--- src/rtl/hbi_pkg.sv ---
package hbi_pkg;
  typedef struct packed {
    logic csel_n;
    logic csel;
    logic par;
    logic proto;
    logic wide;
    logic dsel;
    logic strb_a;
    logic strb_b;
  } ctl_t;
endpackage

--- src/rtl/hbi_sync.sv ---
module hbi_sync #(
  parameter int W      = 8,
  parameter int STAGES = 2
) (
  input  logic         clk,
  input  logic         rst,
  input  logic [W-1:0] d,
  output logic [W-1:0] q
);
  logic [W-1:0] stg [STAGES];

  generate
    for (genvar i = 0; i < STAGES; i++) begin : g_stage
      if (i == 0) begin : g_first
        always_ff @(posedge clk) begin
          if (rst) stg[0] <= '0;
          else     stg[0] <= d;
        end
      end else begin : g_next
        always_ff @(posedge clk) begin
          if (rst) stg[i] <= '0;
          else     stg[i] <= stg[i-1];
        end
      end
    end
  endgenerate

  assign q = stg[STAGES-1];
endmodule

--- src/rtl/hbi_decode.sv ---
module hbi_decode
  import hbi_pkg::*;
(
  input  ctl_t c,
  output logic chip_on,
  output logic rd_act,
  output logic wr_act,
  output logic wr_held
);
  logic live;

  always_comb begin
    chip_on = ~c.csel_n & c.csel;
    live    = chip_on & c.par;
    if (c.proto) begin
      rd_act  = live & c.strb_a & c.strb_b;
      wr_act  = live & c.strb_a & ~c.strb_b;
      wr_held = c.strb_a;
    end else begin
      rd_act  = live & ~c.strb_a & c.strb_b;
      wr_act  = live & c.strb_a & ~c.strb_b;
      wr_held = ~c.strb_b;
    end
  end
endmodule

--- src/rtl/hbi_rdpath.sv ---
module hbi_rdpath #(
  parameter int DW = 16,
  parameter int RW = 8
) (
  input  logic          clk,
  input  logic          rst,
  input  logic          rd_act,
  input  logic          dsel,
  input  logic          wide,
  input  logic [DW-1:0] disp_data,
  input  logic [RW-1:0] stat_data,
  output logic [DW-1:0] bus_out,
  output logic [DW-1:0] bus_oe
);
  localparam int HW = DW - RW;

  always_ff @(posedge clk) begin
    if (rst) begin
      bus_out <= '0;
      bus_oe  <= '0;
    end else if (rd_act) begin
      bus_oe <= {{HW{dsel & wide}}, {RW{1'b1}}};
      if (dsel && wide) bus_out <= disp_data;
      else if (dsel)    bus_out <= {{HW{1'b0}}, disp_data[RW-1:0]};
      else              bus_out <= {{HW{1'b0}}, stat_data};
    end else begin
      bus_out <= '0;
      bus_oe  <= '0;
    end
  end
endmodule

--- src/rtl/hostbus_if.sv ---
module hostbus_if
  import hbi_pkg::*;
#(
  parameter int DW   = 16,
  parameter int RW   = 8,
  parameter int SYNC = 2
) (
  input  logic          clk,
  input  logic          rst,
  input  logic          csel_n_i,
  input  logic          csel_i,
  input  logic          par_mode_i,
  input  logic          proto_i,
  input  logic          wide_i,
  input  logic          dsel_i,
  input  logic          strb_a_i,
  input  logic          strb_b_i,
  input  logic [DW-1:0] bus_in_i,
  output logic [DW-1:0] bus_out_o,
  output logic [DW-1:0] bus_oe_o,
  output logic          ser_clr_o,
  output logic          disp_wr_o,
  output logic          disp_rd_o,
  output logic          cmd_wr_o,
  output logic          stat_rd_o,
  output logic [DW-1:0] wr_data_o,
  input  logic [DW-1:0] disp_rd_data_i,
  input  logic [RW-1:0] stat_data_i
);
  localparam int CW = $bits(ctl_t);
  localparam int VW = CW + DW;
  localparam int HW = DW - RW;

  ctl_t          raw_c, c;
  logic [VW-1:0] raw, smp;
  logic [DW-1:0] d;

  assign raw_c = '{csel_n: csel_n_i, csel: csel_i, par: par_mode_i,
                   proto: proto_i, wide: wide_i, dsel: dsel_i,
                   strb_a: strb_a_i, strb_b: strb_b_i};
  assign raw = {raw_c, bus_in_i};

  hbi_sync #(.W(VW), .STAGES(SYNC)) u_sync (
    .clk(clk), .rst(rst), .d(raw), .q(smp)
  );

  assign c = smp[VW-1:DW];
  assign d = smp[DW-1:0];

  logic chip_on, rd_act, wr_act, wr_held;

  hbi_decode u_dec (
    .c(c), .chip_on(chip_on), .rd_act(rd_act),
    .wr_act(wr_act), .wr_held(wr_held)
  );

  logic          rd_q, wr_q, dsel_q, wide_q;
  logic [DW-1:0] data_q;
  logic          rd_start, wr_done;

  assign rd_start = rd_act & ~rd_q & ~wr_q;
  assign wr_done  = wr_q & chip_on & c.par & ~wr_held;

  always_ff @(posedge clk) begin
    if (rst) begin
      rd_q      <= 1'b0;
      wr_q      <= 1'b0;
      dsel_q    <= 1'b0;
      wide_q    <= 1'b0;
      data_q    <= '0;
      disp_wr_o <= 1'b0;
      disp_rd_o <= 1'b0;
      cmd_wr_o  <= 1'b0;
      stat_rd_o <= 1'b0;
      wr_data_o <= '0;
      ser_clr_o <= 1'b1;
    end else begin
      rd_q      <= rd_act;
      wr_q      <= wr_act;
      dsel_q    <= c.dsel;
      wide_q    <= c.wide;
      data_q    <= d;
      disp_rd_o <= rd_start & c.dsel;
      stat_rd_o <= rd_start & ~c.dsel;
      disp_wr_o <= wr_done & dsel_q;
      cmd_wr_o  <= wr_done & ~dsel_q;
      ser_clr_o <= ~chip_on;
      if (wr_done) begin
        if (dsel_q && wide_q) wr_data_o <= data_q;
        else                  wr_data_o <= {{HW{1'b0}}, data_q[RW-1:0]};
      end
    end
  end

  hbi_rdpath #(.DW(DW), .RW(RW)) u_rd (
    .clk(clk), .rst(rst), .rd_act(rd_act), .dsel(c.dsel), .wide(c.wide),
    .disp_data(disp_rd_data_i), .stat_data(stat_data_i),
    .bus_out(bus_out_o), .bus_oe(bus_oe_o)
  );
endmodule

--- config.mk ---
export PLATFORM = sky130hd
export DESIGN_NAME = hostbus_if
export DESIGN_NICKNAME = d
export VERILOG_FILES = /design/src/rtl/hbi_pkg.sv /design/src/rtl/hbi_sync.sv /design/src/rtl/hbi_decode.sv /design/src/rtl/hbi_rdpath.sv /design/src/rtl/hostbus_if.sv
export SDC_FILE = /design/constraint.sdc
export NUM_CORES = 1
export LEC_CHECK = 0
export ABC_AREA = 1
export BUFFER_PORTS_ARGS = -buffer_cell sky130_fd_sc_hd__buf_2
export CORE_ASPECT_RATIO = 0.6
export CORE_MARGIN = 2
export CORE_UTILIZATION = 46
export CTS_CLUSTER_SIZE = 10
export DETAILED_ROUTE_END_ITERATION = 10
export GPL_TIMING_DRIVEN = 0
export HOLD_SLACK_MARGIN = 0.06
export MAX_ROUTING_LAYER = met4
export PLACE_DENSITY = 0.75
export SYNTH_ARGS = -nofsm -noshare
export SYNTH_HDL_FRONTEND = slang
export SYNTH_SLANG_ARGS = --single-unit
--- constraint.sdc ---
create_clock -name clk -period 1.24 [get_ports clk]
set_clock_uncertainty 0.2 [all_clocks]
set_input_delay 0.186 -clock clk [delete_from_list [all_inputs] [get_ports clk]]
set_output_delay 0.186 -clock clk [all_outputs]
set_load 0.01 [all_outputs]
After elaboration in Yosys (flattened, before gate mapping) --
Memories as Yosys holds them, arrays and structs flattened. Index checks and enable logic that the tools add are counted.
Word-level totals: word-level logic and storage cells 58, memory bits (writable) 48, input port bits 50, output and inout bits 53, memories kept 1, bits in registers 66, ROM bits 0, latch bits 0
Operators by class: muxes and demuxes 11, bitwise operators 29, equal/unequal tests 0, magnitude comparators 0, $mul 0, add/subtract/negate cells 0, div/mod/pow operators 0, shifts and indexed selects 0, reductions and logical operators 3
Memories:
- u_sync.stg | words 2, width 24, rd ports 2, clocked after memory_dff 0, write ports 2, line hbi_sync.sv:10 | logic [W-1:0] stg [STAGES];
Operators with widths (number):
- $mux 24 | 2
- $mux 16 | 2
- $and 1x1->1 | 17
- $mux 8 | 2
- $not 1->1 | 10
- $mux 1 | 5
- $logic_and 1x1->1 | 2
- $or 1x1->1 | 2
- $reduce_or 2->1 | 1

Longest topological paths before layout --
An unclocked memory read counts as a cell.
depth after elaboration 10, depth in mapped cells 7, depth with buffers taken out 7

Modules after synthesis --
A second synthesis with hierarchy kept.
Unflattened totals: cell total of the unflattened synthesis 435, area total of the unflattened synthesis 3618.5 µm²
By module, submodules not included:
- hostbus_if | times used 1, seq. area each 820.8 µm², area an instance 1417.6 µm², cells an instance 192
- hbi_sync | times used 1, seq. area each 960.9 µm², area an instance 1365.1 µm², cells an instance 149
- hbi_rdpath | times used 1, seq. area each 360.3 µm², area an instance 777.0 µm², cells an instance 80
- hbi_decode | times used 1, seq. area each 0.0 µm², area an instance 58.8 µm², cells an instance 14

Least setup slack after synthesis --
Ideal clock, no wire load.
path kind register to register, from memory u_sync.stg[1][20] (netlist bit), to register wr_data_o[3], required time 927 ps, setup slack 29 ps, arrival time 899 ps, cell stages (with the launch flop) 8, library setup time 113 ps, cell sequence dfxtp_1 nand2_2 nand2_1 nor2_4 buf_6 nand3b_1 nand2_1 nor2_1
RTL lines:
- start: declaration | line hbi_sync.sv:10
- end signal: assignment | line hostbus_if.sv:89 | if (dsel_q && wide_q) wr_data_o <= data_q;
- end signal: assignment | line hostbus_if.sv:90 | else wr_data_o <= {{HW{1'b0}}, data_q[RW-1:0]};
- end: declaration | line hostbus_if.sv:26 | output logic [DW-1:0] wr_data_o,

Final worst setup path --
from register u_rd.bus_oe[8] (netlist name), to output bus_oe_o[12]
RTL lines:
- end: declaration | line hostbus_if.sv:20 | output logic [DW-1:0] bus_oe_o,
No word-level cell between the ends.

==> out/metrics.csv <==
stage;metric;value;unit
final_layout;num-nets-final;638;
pwr;power_density;1280;nW/µm²
place;finalWeightedCongestion;0.783;
place;place_inst;625;
route;antenna_violating_nets_post_route;0;
clock_network;cts_hold_buffers;48;
setup_path;timing.critical_path.fanout_max;8;
global_route;gr_met2_demand_resource;32.7;%
clock_network;tritoncts;built;
sta;timing.final.hold_violations;2;
route;detailedRoute.firstIterationViolations;115;
logic_synthesis;post-synth-top-area-fraction;60.5;%
pwr;p_leak;2.59;nW
die;num_rows;24;
min_path;min_from;rst;
pwr;switching_share;23.4;%
final_layout;final_cell_area_excluding_filler_cells;5220;µm²
logic_synthesis;synth_largest_area_cell;sky130_fd_sc_hd__dfxtp_1;
setup_path;setup.worst_path.end_class;primary output;
logic_synthesis;synth_most_common_cell;sky130_fd_sc_hd__nor2_1;
die;start_util;47.8;%
sta;worst_pin_slew;441;ps
global_route;grt_overflow_total;0;
die;design.die.area;8360;µm²
logic_synthesis;synth.cells.most_frequent;sky130_fd_sc_hd__nor2_1 (112), sky130_fd_sc_hd__dfxtp_1 (106), sky130_fd_sc_hd__inv_1 (86);
final_layout;diodes;0;
route;detailroute.via_count;2988;
pwr;p_clk_share;41.1;%
sta;finalSetupTns;-4900;ps
setup_path;ff2ff_setup_slack;-120;ps
place;placement.cell_area;4140;µm²
global_route;number_of_antenna_violations_at_the_first_check_in_global_routing;0;
setup_path;cp.arrival;1000;ps
clock_network;tritoncts_num_sinks;106;
die;die_width;117;µm
final_layout;fillers;527;
global_route;global_route.peak_usage_layer;met2;
sta;hold_slack;-22.1;ps
pwr;power.share.sequential;52.7;%
setup_path;critical_path_launch_point_type;flip-flop;
logic_synthesis;postSynth.topFlopCell;sky130_fd_sc_hd__dfxtp_1;
logic_synthesis;synth_async_sr_flop_share;0;%
run;cap_viol_max_count;0;
die;core_area;7330;µm²
logic_synthesis;synthesis.nets;470;
global_route;grt_use_total;20.3;%
die;die_y_extent;71.6;µm
clock_network;clock_latency;350;ps
route;drc;0;
status;status;complete, but fails checks;
logic_synthesis;ys_ff_latch;106;
sta;report.final.setup_viol;53;
final_layout;post_route_cells_drive_above_1_share;33.7;%
logic_synthesis;seq_area_frac_synth;60.5;%
sta;final_max_slew_viol_count;0;
route;route.detailed.vias_per_inst;4.29;
pwr;switchingPower;1.56;mW
min_path;min-delay-path-class;in2reg;
pwr;cell_internal_pwr;5.12;mW
sta;finalCritPeriodShare;112;%
final_layout;final_cells;697;
route;drt-total-wl;8.64;mm
pwr;design_power_total;6.68;mW
place;place_hpwl;4.98;mm
clock_network;clk_root_buffer_cell;sky130_fd_sc_hd__clkbuf_16;
clock_network;htreeDepth;3;
logic_synthesis;synth_area;3510;µm²
clock_network;cts.clk_slew.worst_paths;70;ps
clock_network;cts_buffers;9;
global_route;grt_pass1_wl;12.4;mm
final_layout;syn2layout_area_growth;48.9;%
die;io-pin-count;103;
logic_synthesis;synth_enable_flop_cells;0;
setup_path;crit_start;u_rd.bus_oe[8];
global_route;pin_count_of_the_biggest_net_entering_global_routing;21;
global_route;gr-usage-met1;23.8;%
sta;max-slew-margin-rel;70.6;%
place;count_of_port_buffers_added_during_placement;101;
route;drt-wirelength-per-cell;12.4;µm
logic_synthesis;netlist_top_cells_area;sky130_fd_sc_hd__dfxtp_1 (61%), sky130_fd_sc_hd__nor2_1 (12%), sky130_fd_sc_hd__inv_1 (9.2%), sky130_fd_sc_hd__nand2_1 (4.9%), sky130_fd_sc_hd__buf_4 (3.4%);
logic_synthesis;ys_warn_count;0;
setup_path;worstSetupPathType;reg2out;
logic_synthesis;synth_cells;420;
sta;fin_crit;1380;ps
global_route;first_global_vias;2733;
global_route;grt_use_met3;5.84;%
sta;postLayoutSetupSlackWorst;-143;ps
logic_synthesis;synth.avg_cell_area;8.35;µm²
clock_network;clockBufferDepth;2;
sta;grt_setup_unrepaired;yes;
setup_path;cp.required;850;ps
sta;fmaxAchievable;723;MHz
pwr;vdd_drop_max;0.879;mV
pwr;p_comb_share;6.2;%
setup_path;r2r-start;u_sync.stg[1][23];
logic_synthesis;synthDistinctLibCells;20;
route;drt_pass1_iterations;4;
status;violations;negative hold slack, negative setup slack;
==> worst max-delay path, stage by stage (launching register included) <==
cell                      delay [ps]
sky130_fd_sc_hd__dfxtp_4         430
sky130_fd_sc_hd__buf_6           120
sky130_fd_sc_hd__buf_6           100
==> through the flow <==
| stage | utilization (%) | hold slack (ps) | setup WS [ps] |
|---|---|---|---|
| after floorplan | - | 93.0 | 28.5 |
| after global placement | 56.5 | 191 | -86.1 |
| after detailed placement | 56.5 | 194 | -110 |
| after CTS | 69.9 | -48.5 | -129 |
| after global routing | 71.2 | -12.9 | -184 |
| final | 71.2 | -22.1 | -143 |
==> cells in the final DEF, fill, tap and decap left out, types with 6 or more instances in the layout <==
cell,netlist,routed
sky130_fd_sc_hd__nand3_2,2,7
sky130_fd_sc_hd__nor2_1,112,107
sky130_fd_sc_hd__clkbuf_16,0,9
sky130_fd_sc_hd__inv_1,86,84
sky130_fd_sc_hd__nor2_2,1,6
sky130_fd_sc_hd__nand2_1,46,41
sky130_fd_sc_hd__buf_2,7,99
sky130_fd_sc_hd__dfxtp_1,106,95
sky130_fd_sc_hd__nand3b_1,8,8
sky130_fd_sc_hd__dfxtp_2,0,7
sky130_fd_sc_hd__inv_2,5,6
sky130_fd_sc_hd__buf_6,2,22
sky130_fd_sc_hd__buf_4,16,11
sky130_fd_sc_hd__dlygate4sd3_1,0,48
==> power by group through the flow <==
stage               combinational (mW)  clock, mW  sequential [mW]
floorplan                        0.155          0             3.59
global route                     0.461       2.88             3.52
global placement                 0.259          0             3.60
CTS                              0.391       2.76             3.52
detailed placement               0.265          0             3.60
finish                           0.415       2.75             3.52
==> repair_timing <==
action / 4_1_cts / 5_1_grt
resized for setup: 41 / 26
cloned: 3 / 1
endpoints found under the hold margin: 43 / 2
setup buffers: 3 / 1
pin swaps: 7 / 4
endpoints found under the setup margin: 52 / 57
==> layer usage <==
metal | up-vias | routed length [µm]
met3 | 17 | 597
met2 | 114 | 4210
li1 | 1527 | -
met1 | 1330 | 3640
met4 | 0 | 185
met5 | - | 0
==> state kept, by name, indices dropped and copies added (netlist names), 2 cells and up <==
name / flops
data_q: 16
wr_data_o: 16
u_rd.bus_oe: 2
u_sync.stg: 48
u_rd.bus_out: 16
==> area by class of cell <==
type	count	area, µm²	area share [%]
clock inverters	7	68.8	1.32
inverters	91	344	6.59
clock buffers	9	225	4.32
flip-flops and latches	106	2150	41.1
plain buffers	28	225	4.32
well taps	104	130	2.49
multi-input cells	197	987	18.9
repair buffers	155	1090	20.9
==> kinds of logic after synthesis <==
| logic type | share of synthesized area [%] |
|---|---|
| AND/OR/NAND/NOR | 23.2 |
| buffers and inverters | 15.1 |
| flip-flops | 60.5 |
| AO/OA/AOI/OAI | 1.14 |
==> final timing paths <==
path                            to  cells after the start
setup / recovery      bus_oe_o[12]                      2
hold / removal              dsel_q                      2
setup reg to reg   u_rd.bus_out[4]                      5
hold reg to reg   u_sync.stg[1][6]                      2
No activity file was read; power rests on OpenSTA's default activity.
